## src/rtl/bankctl_pkg.sv

```systemverilog
// Package: shared command codes, outcome codes and sequencer states for the
// bank row-buffer sequencer. Assumes a single bank per sequencer instance.
package bankctl_pkg;

    typedef enum logic [1:0] {
        CMD_ACT = 2'd0,
        CMD_RD  = 2'd1,
        CMD_WR  = 2'd2,
        CMD_PRE = 2'd3
    } bank_cmd_e;

    typedef enum logic [1:0] {
        ACC_HIT      = 2'd0,
        ACC_EMPTY    = 2'd1,
        ACC_CONFLICT = 2'd2
    } acc_kind_e;

    typedef enum logic [2:0] {
        ST_IDLE  = 3'd0,
        ST_PRE   = 3'd1,
        ST_ACT   = 3'd2,
        ST_COL   = 3'd3,
        ST_CLOSE = 3'd4
    } seq_state_e;

endpackage

```

## src/rtl/bankctl_gap_timer.sv

```systemverilog
// Module: minimum-spacing down-counter. A start pulse in cycle c makes
// `clear` low until cycle c+GAP, when it rises again. Assumes start
// is only pulsed by the command it follows; a restart reloads the count.
module bankctl_gap_timer #(
    parameter int unsigned GAP = 3
) (
    input  logic clk,
    input  logic rst_n,
    input  logic start,
    output logic clear
);

    localparam int unsigned LOAD = (GAP > 0) ? GAP - 1 : 0;
    localparam int unsigned CW   = $clog2(LOAD + 2);

    logic [CW-1:0] cnt_q;

    // Load the gap on start, otherwise count down to zero and hold.
    always_ff @(posedge clk) begin
        if (!rst_n) begin
            cnt_q <= '0;
        end else if (start) begin
            cnt_q <= CW'(LOAD);
        end else if (cnt_q != '0) begin
            cnt_q <= cnt_q - 1'b1;
        end
    end

    // The guarded command may issue once the count has drained.
    always_comb clear = (cnt_q == '0);

endmodule

```

## src/rtl/bankctl_row_track.sv

```systemverilog
// Module: open-row tracker. Remembers whether a row sits in the row buffer
// and which row it is, and classifies a looked-up row as hit, empty or
// conflict. Assumes activate and precharge never coincide.
module bankctl_row_track
    import bankctl_pkg::*;
#(
    parameter int unsigned ROW_W = 12
) (
    input  logic             clk,
    input  logic             rst_n,
    input  logic             open_set,
    input  logic [ROW_W-1:0] set_row,
    input  logic             close,
    input  logic [ROW_W-1:0] lookup_row,
    output acc_kind_e        lookup_kind
);

    logic             open_q;
    logic [ROW_W-1:0] row_q;

    // Record the activated row; precharge empties the buffer.
    always_ff @(posedge clk) begin
        if (!rst_n) begin
            open_q <= 1'b0;
            row_q  <= '0;
        end else if (open_set) begin
            open_q <= 1'b1;
            row_q  <= set_row;
        end else if (close) begin
            open_q <= 1'b0;
        end
    end

    // Classify the incoming row against the buffer contents.
    always_comb begin
        if (!open_q)                  lookup_kind = ACC_EMPTY;
        else if (row_q == lookup_row) lookup_kind = ACC_HIT;
        else                          lookup_kind = ACC_CONFLICT;
    end

    // an activate is only legal on a precharged bank.
    p_act_on_closed_bank_r5: assert property (@(posedge clk) disable iff (!rst_n)
        open_set |-> !open_q);

    // a precharge is only issued while a row is open.
    p_pre_on_open_bank_r6: assert property (@(posedge clk) disable iff (!rst_n)
        close |-> open_q);

endmodule

```

## src/rtl/bankctl_top.sv

```systemverilog
// Module: bank row-buffer sequencer. Accepts one request at a time, works out
// hit/empty/conflict against the open row, and issues the command run that
// request needs under the selected row policy, each command held back by its
// gap timer. Assumes policy_close only changes while req_ready is high.
module bankctl_top
    import bankctl_pkg::*;
#(
    parameter int unsigned ROW_W = 12,
    parameter int unsigned COL_W = 8,
    parameter int unsigned T_RCD = 3,
    parameter int unsigned T_RP  = 3,
    parameter int unsigned T_RC  = 10,
    parameter int unsigned T_WTR = 4
) (
    input  logic             clk,
    input  logic             rst_n,
    input  logic             policy_close,
    input  logic             req_valid,
    output logic             req_ready,
    input  logic             req_write,
    input  logic [ROW_W-1:0] req_row,
    input  logic [COL_W-1:0] req_col,
    output logic             cmd_valid,
    output logic [1:0]       cmd_op,
    output logic [ROW_W-1:0] cmd_row,
    output logic [COL_W-1:0] cmd_col,
    output logic             acc_valid,
    output logic [1:0]       acc_kind
);

    localparam int unsigned AGE_MAX = (T_RC > T_RCD) ? T_RC : T_RCD;
    localparam int unsigned AGE_CAP = (AGE_MAX > T_WTR) ? AGE_MAX : T_WTR;
    localparam int unsigned AGE_W   = $clog2(AGE_CAP + 1);

    seq_state_e       state_q, state_d;
    logic             write_q;
    logic [ROW_W-1:0] row_q;
    logic [COL_W-1:0] col_q;
    logic             acc_valid_q;
    acc_kind_e        acc_kind_q;
    acc_kind_e        lookup_kind;

    logic rcd_clear, rp_clear, rc_clear, wtr_clear;
    logic act_go, col_go, pre_go, accept;

    // Handshake: a request is taken only from the idle state.
    always_comb begin
        req_ready = (state_q == ST_IDLE);
        accept    = req_valid && req_ready;
    end

    // Command issue conditions, each gated by the gaps that guard it.
    always_comb begin
        act_go = (state_q == ST_ACT) && rp_clear && rc_clear;
        col_go = (state_q == ST_COL) && rcd_clear && (write_q || wtr_clear);
        pre_go = (state_q == ST_PRE) || (state_q == ST_CLOSE);
    end

    // Command port: one command per cycle, fields from the latched request.
    always_comb begin
        cmd_valid = act_go || col_go || pre_go;
        cmd_row   = row_q;
        cmd_col   = col_q;
        if (act_go)      cmd_op = CMD_ACT;
        else if (col_go) cmd_op = write_q ? CMD_WR : CMD_RD;
        else             cmd_op = CMD_PRE;
    end

    // Sequencer next state: pick the entry point from the row outcome.
    always_comb begin
        state_d = state_q;
        unique case (state_q)
            ST_IDLE: begin
                if (accept) begin
                    unique case (lookup_kind)
                        ACC_HIT:   state_d = ST_COL;
                        ACC_EMPTY: state_d = ST_ACT;
                        default:   state_d = ST_PRE;
                    endcase
                end
            end
            ST_PRE:   state_d = ST_ACT;
            ST_ACT:   if (act_go) state_d = ST_COL;
            ST_COL:   if (col_go) state_d = policy_close ? ST_CLOSE : ST_IDLE;
            ST_CLOSE: state_d = ST_IDLE;
            default:  state_d = ST_IDLE;
        endcase
    end

    // State register and request latch.
    always_ff @(posedge clk) begin
        if (!rst_n) begin
            state_q <= ST_IDLE;
            write_q <= 1'b0;
            row_q   <= '0;
            col_q   <= '0;
        end else begin
            state_q <= state_d;
            if (accept) begin
                write_q <= req_write;
                row_q   <= req_row;
                col_q   <= req_col;
            end
        end
    end

    // Outcome report, one cycle after acceptance.
    always_ff @(posedge clk) begin
        if (!rst_n) begin
            acc_valid_q <= 1'b0;
            acc_kind_q  <= ACC_HIT;
        end else begin
            acc_valid_q <= accept;
            if (accept) acc_kind_q <= lookup_kind;
        end
    end

    always_comb begin
        acc_valid = acc_valid_q;
        acc_kind  = acc_kind_q;
    end

    bankctl_row_track #(.ROW_W(ROW_W)) u_row_track (
        .clk         (clk),
        .rst_n       (rst_n),
        .open_set    (act_go),
        .set_row     (row_q),
        .close       (pre_go),
        .lookup_row  (req_row),
        .lookup_kind (lookup_kind)
    );

    bankctl_gap_timer #(.GAP(T_RCD)) u_rcd_timer (
        .clk(clk), .rst_n(rst_n), .start(act_go), .clear(rcd_clear));

    bankctl_gap_timer #(.GAP(T_RP)) u_rp_timer (
        .clk(clk), .rst_n(rst_n), .start(pre_go), .clear(rp_clear));

    bankctl_gap_timer #(.GAP(T_RC)) u_rc_timer (
        .clk(clk), .rst_n(rst_n), .start(act_go), .clear(rc_clear));

    bankctl_gap_timer #(.GAP(T_WTR)) u_wtr_timer (
        .clk(clk), .rst_n(rst_n), .start(col_go && write_q), .clear(wtr_clear));

    // Checker ages: cycles since the last activate and since the last write.
    logic [AGE_W-1:0] act_age_q, wr_age_q;

    always_ff @(posedge clk) begin
        if (!rst_n) begin
            act_age_q <= AGE_W'(AGE_CAP);
            wr_age_q  <= AGE_W'(AGE_CAP);
        end else begin
            if (cmd_valid && cmd_op == CMD_ACT)   act_age_q <= AGE_W'(1);
            else if (act_age_q < AGE_W'(AGE_CAP)) act_age_q <= act_age_q + 1'b1;
            if (cmd_valid && cmd_op == CMD_WR)    wr_age_q  <= AGE_W'(1);
            else if (wr_age_q < AGE_W'(AGE_CAP))  wr_age_q  <= wr_age_q + 1'b1;
        end
    end

    // activate-to-activate spacing.
    p_act_spacing_r7: assert property (@(posedge clk) disable iff (!rst_n)
        (cmd_valid && cmd_op == CMD_ACT) |-> act_age_q >= AGE_W'(T_RC));

    // write-to-read spacing.
    p_wr_rd_spacing_r8: assert property (@(posedge clk) disable iff (!rst_n)
        (cmd_valid && cmd_op == CMD_RD) |-> wr_age_q >= AGE_W'(T_WTR));

    // a column command never precedes the activate-to-column gap.
    p_col_after_act_r3: assert property (@(posedge clk) disable iff (!rst_n)
        (cmd_valid && (cmd_op == CMD_RD || cmd_op == CMD_WR)) |-> act_age_q >= AGE_W'(T_RCD));

    // commands only while the request port is closed.
    p_busy_when_issuing_r9: assert property (@(posedge clk) disable iff (!rst_n)
        cmd_valid |-> !req_ready);

    // an outcome report always follows an acceptance.
    p_report_follows_accept_r2: assert property (@(posedge clk) disable iff (!rst_n)
        acc_valid |-> $past(req_valid && req_ready));

    // under close-page policy a column command is followed by a precharge.
    p_close_after_col_r6: assert property (@(posedge clk) disable iff (!rst_n)
        (cmd_valid && (cmd_op == CMD_RD || cmd_op == CMD_WR) && policy_close)
        |=> (cmd_valid && cmd_op == CMD_PRE));

endmodule

```

## config.mk

```make
export PLATFORM = sky130hd
export DESIGN_NAME = bankctl_top
export DESIGN_NICKNAME = d
export VERILOG_FILES = /design/src/rtl/bankctl_pkg.sv /design/src/rtl/bankctl_gap_timer.sv /design/src/rtl/bankctl_row_track.sv /design/src/rtl/bankctl_top.sv
export SDC_FILE = /design/constraint.sdc
export NUM_CORES = 1
export LEC_CHECK = 0
export BUFFER_PORTS_ARGS = -buffer_cell sky130_fd_sc_hd__clkbuf_2
export CAP_MARGIN = 15
export CORE_ASPECT_RATIO = 1.1
export CORE_MARGIN = 2
export CORE_UTILIZATION = 49
export DETAILED_ROUTE_END_ITERATION = 12
export PLACE_DENSITY = 0.76
export SLEW_MARGIN = 0
export SYNTH_ARGS = -nofsm -noshare
export SYNTH_HDL_FRONTEND = slang
export SYNTH_SLANG_ARGS = --single-unit
```

## constraint.sdc

```tcl
create_clock -name clk -period 2.3 [get_ports clk]
set_clock_uncertainty 0.2 [all_clocks]
set_input_delay 0.115 -clock clk [delete_from_list [all_inputs] [get_ports clk]]
set_output_delay 0.115 -clock clk [all_outputs]
set_load 0.01 [all_outputs]
```

Yosys cells after proc, flatten, opt, wreduce, memory -nomap -nowiden --
Index checks and enable logic that the tools add are counted.
Storage, ports and cells: register bits after elaboration 51, input port bits 25, output and inout bits 27, word-level logic and storage cells 80
Cells by class: add/sub/neg operators 4, equality and inequality tests 9, mux-type cells 21, bitwise logic cells 1, reduce and logical (&&, ||, !) cells 29
Operators by type and width (number):
- $mux W2 | 11
- $reduce_bool A2 Y1 | 7
- $eq A12 B12 Y1 | 1
- $mux W3 | 4
- $pmux W3 S4 | 1
- $mux W4 | 2
- $eq A3 B2 Y1 const B | 2
- $logic_and A1 B1 Y1 | 6
- $logic_not A2 Y1 | 3
- $logic_not A3 Y1 | 2
- $reduce_or A2 Y1 | 3
- $logic_not A4 Y1 | 1
- $logic_or A1 B1 Y1 | 4
- $ne A2 B2 Y1 const B | 2
- $pmux W2 S2 | 1
- $reduce_bool A4 Y1 | 1
- $sub A2 B1 Y2 const B | 2
- $sub A4 B1 Y4 const B | 1
- $eq A3 B1 Y1 const B | 1
- $eq A3 B3 Y1 const B | 1
- $reduce_and A3 Y1 | 1
- $reduce_bool A3 Y1 | 1
- $sub A3 B1 Y3 const B | 1
- $eq A2 B1 Y1 const B | 1
- other kinds (3) | 4

Depth between registers and ports, before layout --
word-level depth 7, depth in mapped cells 8, depth with buffers taken out 6

By module --
From an unflattened synthesis, not the netlist that was laid out.
Second synthesis, totals: cells, all modules 242, area total of the unflattened synthesis 2253.4 sq um
Modules (own cells, without submodules):
- bankctl_top | times used 1, cells each 132, area an instance 1106.1 sq um, sequential area each 540.5 sq um
- bankctl_row_track | times used 1, cells each 59, area an instance 626.9 sq um, sequential area each 260.2 sq um
- bankctl_gap_timer at u_rc_timer | times used 1, cells each 21, area an instance 206.4 sq um, sequential area each 80.1 sq um
- bankctl_gap_timer at u_wtr_timer | times used 1, cells each 18, area an instance 178.9 sq um, sequential area each 60.1 sq um
- bankctl_gap_timer at u_rcd_timer ... | times used 2, cells each 6, area an instance 67.6 sq um, sequential area each 40.0 sq um

Worst setup path before layout --
OpenSTA, ideal clock, no wires.
kind reg-to-output, start register u_rc_timer.cnt_q[0], end output port cmd_valid, data arrival time 1.559 ns, required time 1.985 ns, slack 0.426 ns, cell stages (with the launch flop) 8, buffers on the path 2, cell sequence dfxtp_1 -> inv_1 -> ha_1 -> nor3b_4 -> and3_1 -> buf_6 -> buf_12 -> a211o_1
Between the ends: longest elaborated chain between the ends 4
RTL lines:
- start, declared | RTL line bankctl_gap_timer.sv:16 | logic [CW-1:0] cnt_q;
- start signal, assigned | RTL line bankctl_gap_timer.sv:23 | cnt_q <= CW'(LOAD);
- start signal, assigned | RTL line bankctl_gap_timer.sv:25 | cnt_q <= cnt_q - 1'b1;
- $logic_not A4 Y1 | RTL line bankctl_gap_timer.sv:30 | always_comb clear = (cnt_q == '0);
- $logic_and A1 B1 Y1 | RTL line bankctl_top.sv:54 | act_go = (state_q == ST_ACT) && rp_clear && rc_clear;
- $logic_or A1 B1 Y1 (2 in series) | RTL line bankctl_top.sv:61 | cmd_valid = act_go || col_go || pre_go;
- end, declared | RTL line bankctl_top.sv:23 | output logic cmd_valid,
No other way between the ends.

Worst setup path in the final report --
start register u_rc_timer.cnt_q[0], end output port cmd_op[0]
Between the ends: longest elaborated chain between the ends 3
RTL lines:
- $logic_not A4 Y1 | RTL line bankctl_gap_timer.sv:30
- $logic_and A1 B1 Y1 | RTL line bankctl_top.sv:54
- $mux W2 | RTL line bankctl_top.sv:64 | if (act_go) cmd_op = CMD_ACT;
- end, declared | RTL line bankctl_top.sv:24 | output logic [1:0] cmd_op,
No other way between the ends.

==> impl_metrics.tcl <==
set metrics [dict create \
    synth-async-reset-ratio 0 \
    grt_pass1_wl_mm 8.03 \
    ys_top_cells_by_count "nand2_1 (54), dfxtp_1 (51), a21oi_1 (26)" \
    die-area_um2 5050 \
    synth_area_per_cell_um2 8.81 \
    synth_cells 250 \
    hold_slack_ns 0.0275 \
    ys_ff_latch 51 \
    root_buffer "clkbuf_8" \
    critPathSlowestCell "dfxtp_1" \
    maxCapViolCount 0 \
    die_w_um 67.9 \
    top_usage_layer "met2" \
    reg2regPathDepth 7 \
    synth_xor_area_frac 0.0597 \
    timing.final.crit_period_ns 2.15 \
    vias 1879 \
    leakagePower_nw 1.24 \
    dp_cells 347 \
    yosys.area_share.simple 0.222 \
    cts_tree "done" \
    htreeDepth 2 \
    gr-usage-all-layers 0.209 \
    hold_path_class "primary input to flop" \
    path_clk_slew_ns 0.09 \
    fill_cells 361 \
    min-delay-start "req_valid" \
    routedWlPerCell_um 12.5 \
    dpl_worst_slack_ns 0.325 \
    min_period_over_period 0.933 \
    yosysWarnings 0 \
    synth_area_leaders "dfxtp_1 (46%), nand2_1 (9.2%), a21oi_1 (5.9%), mux2i_1 (5.9%), xor2_1 (5.2%)" \
    clock_path_buffers 2 \
    cts_buffers 5 \
    hold_viol 0 \
    synthAdderAreaFrac 0.0227 \
    synth_top_family_by_area "simple AND/OR/NAND/NOR gates" \
    area_growth_pct 28.0 \
    regToRegStartpoint "u_rc_timer.cnt_q[0]$_SDFFE_PN0P_" \
    ant_nets 0 \
    dpl_cell_area_um2 2480 \
    r2r_slack_ns 0.40 \
    crit_chain "inv_1, ha_1, nor3b_4, and3_1, buf_4, nor2_1, clkbuf_2" \
    clock_sinks 51 \
    dieHeight_um 74.3 \
    use_met3 0.0454 \
    cp-start-kind "flop" \
    nets 354 \
    drt-vias-per-instance 4.94 \
    worstReg2RegEnd "u_row_track.row_q[7]$_SDFFE_PN0P_" \
    synth.most_common_cell "nand2_1" \
    max_freq_ghz 0.466 \
    initial_core_util 0.510 \
    grt_max_degree 23 \
    drcViolationCount 0 \
    routabilityCongestion 0.818 \
    slew_viol_final 0 \
    outcome "completed" \
    diodes 0 \
    drtIter0Drc 154 \
    rows 25 \
    setup_viol 0 \
    ios 52 \
    design_area_um2 2820 \
    path_class "flop to primary output" \
    crit_required_ns 1.99 \
    antenna_found_initial 0 \
    drt-total-wl_mm 4.74 \
    arrival_ns 1.83 \
    rsz0062_at_grt "no" \
    synth_nets 279 \
    setup_ws_ns 0.154 \
    max_slew_margin 0.690 \
    first_pass_iters 4 \
    dpl.hpwl_mm 3.18 \
    yosysSeqAreaShare 0.464 \
    synth_edf_count 0 \
    ys_types 37 \
    finalNonFillerCells 380 \
    worst_pin_slew_ns 0.464 \
    hold_end "state_q[1]$_SDFFE_PN0P_" \
    synthMuxAreaShare 0.0591 \
    max-vdd-ir-drop_uv 536 \
    coreArea_um2 4320 \
    powerDensity_nw_per_um2 1020 \
    grt_remaining_overflow 0 \
    synth_top_area_cell "dfxtp_1" \
    hold_depth 3 \
    drive_gt1_frac 0.218 \
    port_buffers 51 \
    totalPowerFinal_mw 2.87 \
    grt_use_met1 0.279 \
    synth_compound_area_frac 0.119 \
    cp-end-kind "primary output" \
    path_max_fanout 6 \
    grt_pass1_vias 1818 \
    synth_top_flop_cell "dfxtp_1" \
    slowest_delay_ns 0.41 \
    clk_latency_ns 0.31 \
    setup_tns_ns 0 \
    syn_area_um2 2200 \
    grt_use_met2 0.340 \
    synth_top_area_frac 0.464 \
    fin_util 0.653 \
]
what timing repair did:
action                     CTS  global route
gates resized for setup      0             3
hold buffers                24             0
setup buffers                0             1
setup endpoints to repair    0             2
hold endpoints to repair    28             0
worst max path at each step:
| stage | start | end |
|---|---|---|
| floorplan | u_rc_timer.cnt_q[0]$_SDFFE_PN0P_ | cmd_valid |
| global placement | u_rc_timer.cnt_q[0]$_SDFFE_PN0P_ | u_row_track.row_q[7]$_SDFFE_PN0P_ |
| detailed placement | u_rc_timer.cnt_q[0]$_SDFFE_PN0P_ | u_row_track.row_q[7]$_SDFFE_PN0P_ |
| CTS | u_wtr_timer.cnt_q[0]$_SDFFE_PN0P_ | cmd_valid |
| global route | u_wtr_timer.cnt_q[0]$_SDFFE_PN0P_ | cmd_valid |
| finish | u_rc_timer.cnt_q[0]$_SDFFE_PN0P_ | cmd_op[0] |
power breakdown:
group | internal, mW | total, mW | switching, mW
logic | 0.546 | 1.14 | 0.593
clock network | 0.213 | 0.505 | 0.292
registers | 1.05 | 1.23 | 0.178
total | 1.81 | 2.87 | 1.06
cell usage in the layout, fill, tap and decap left out, drive strengths merged, types with 2 or more instances in the layout:
cell type,count
a211oi,3
a21oi,26
a31oi,3
buf,7
clkbuf,57
clkinv,2
dfxtp,51
dlygate4sd3,24
ha,4
inv,6
mux2i,13
nand2,54
nand2b,2
nor2,24
nor2b,3
nor3,9
nor4,5
o211a,2
o21a,3
xnor2,2
xor2,13
kinds of logic after synthesis:
| family | after synthesis |
|---|---|
| buf+inv | 21 |
| xor+xnor | 15 |
| compound gates | 43 |
| fa+ha+maj | 4 |
| simple gates | 103 |
| mux | 13 |
| flops | 51 |
worst max-delay path: cells and delay by family, from the launching register on:
family | cells | cell delay (ns)
adder cells (fa/ha/maj) | 1 | 0.24
buffers and inverters | 3 | 0.41
flip-flops | 1 | 0.41
AND/OR/NAND/NOR | 3 | 0.47
per-layer routing:
layer  routed length (um)  vias to the layer above
li1                     -                      982
met1                 2130                      840
met2                 2310                       47
met3                  222                       10
met4                   72                        0
met5                    0                        -
area by class of cell:
class | instances | area (um^2) | share of cell area
clock inverter | 2 | 12.5 | 0.00444
tap | 54 | 67.6 | 0.0240
clock buffer | 6 | 72.6 | 0.0258
timing repair buffer | 82 | 548 | 0.194
inverter | 7 | 26.3 | 0.00933
multi-input combinational | 178 | 1070 | 0.380
sequential | 51 | 1020 | 0.362
sequential cells by signal, indices dropped and copies added, names as in the netlist:
register / count
write_q: 1
u_rc_timer.cnt_q: 4
acc_kind: 2
state_q: 3
u_rcd_timer.cnt_q: 2
u_rp_timer.cnt_q: 2
cmd_col: 8
cmd_row: 12
u_row_track.open_q: 1
acc_valid: 1
u_row_track.row_q: 12
u_wtr_timer.cnt_q: 3
(Power assumes the default switching activity.)
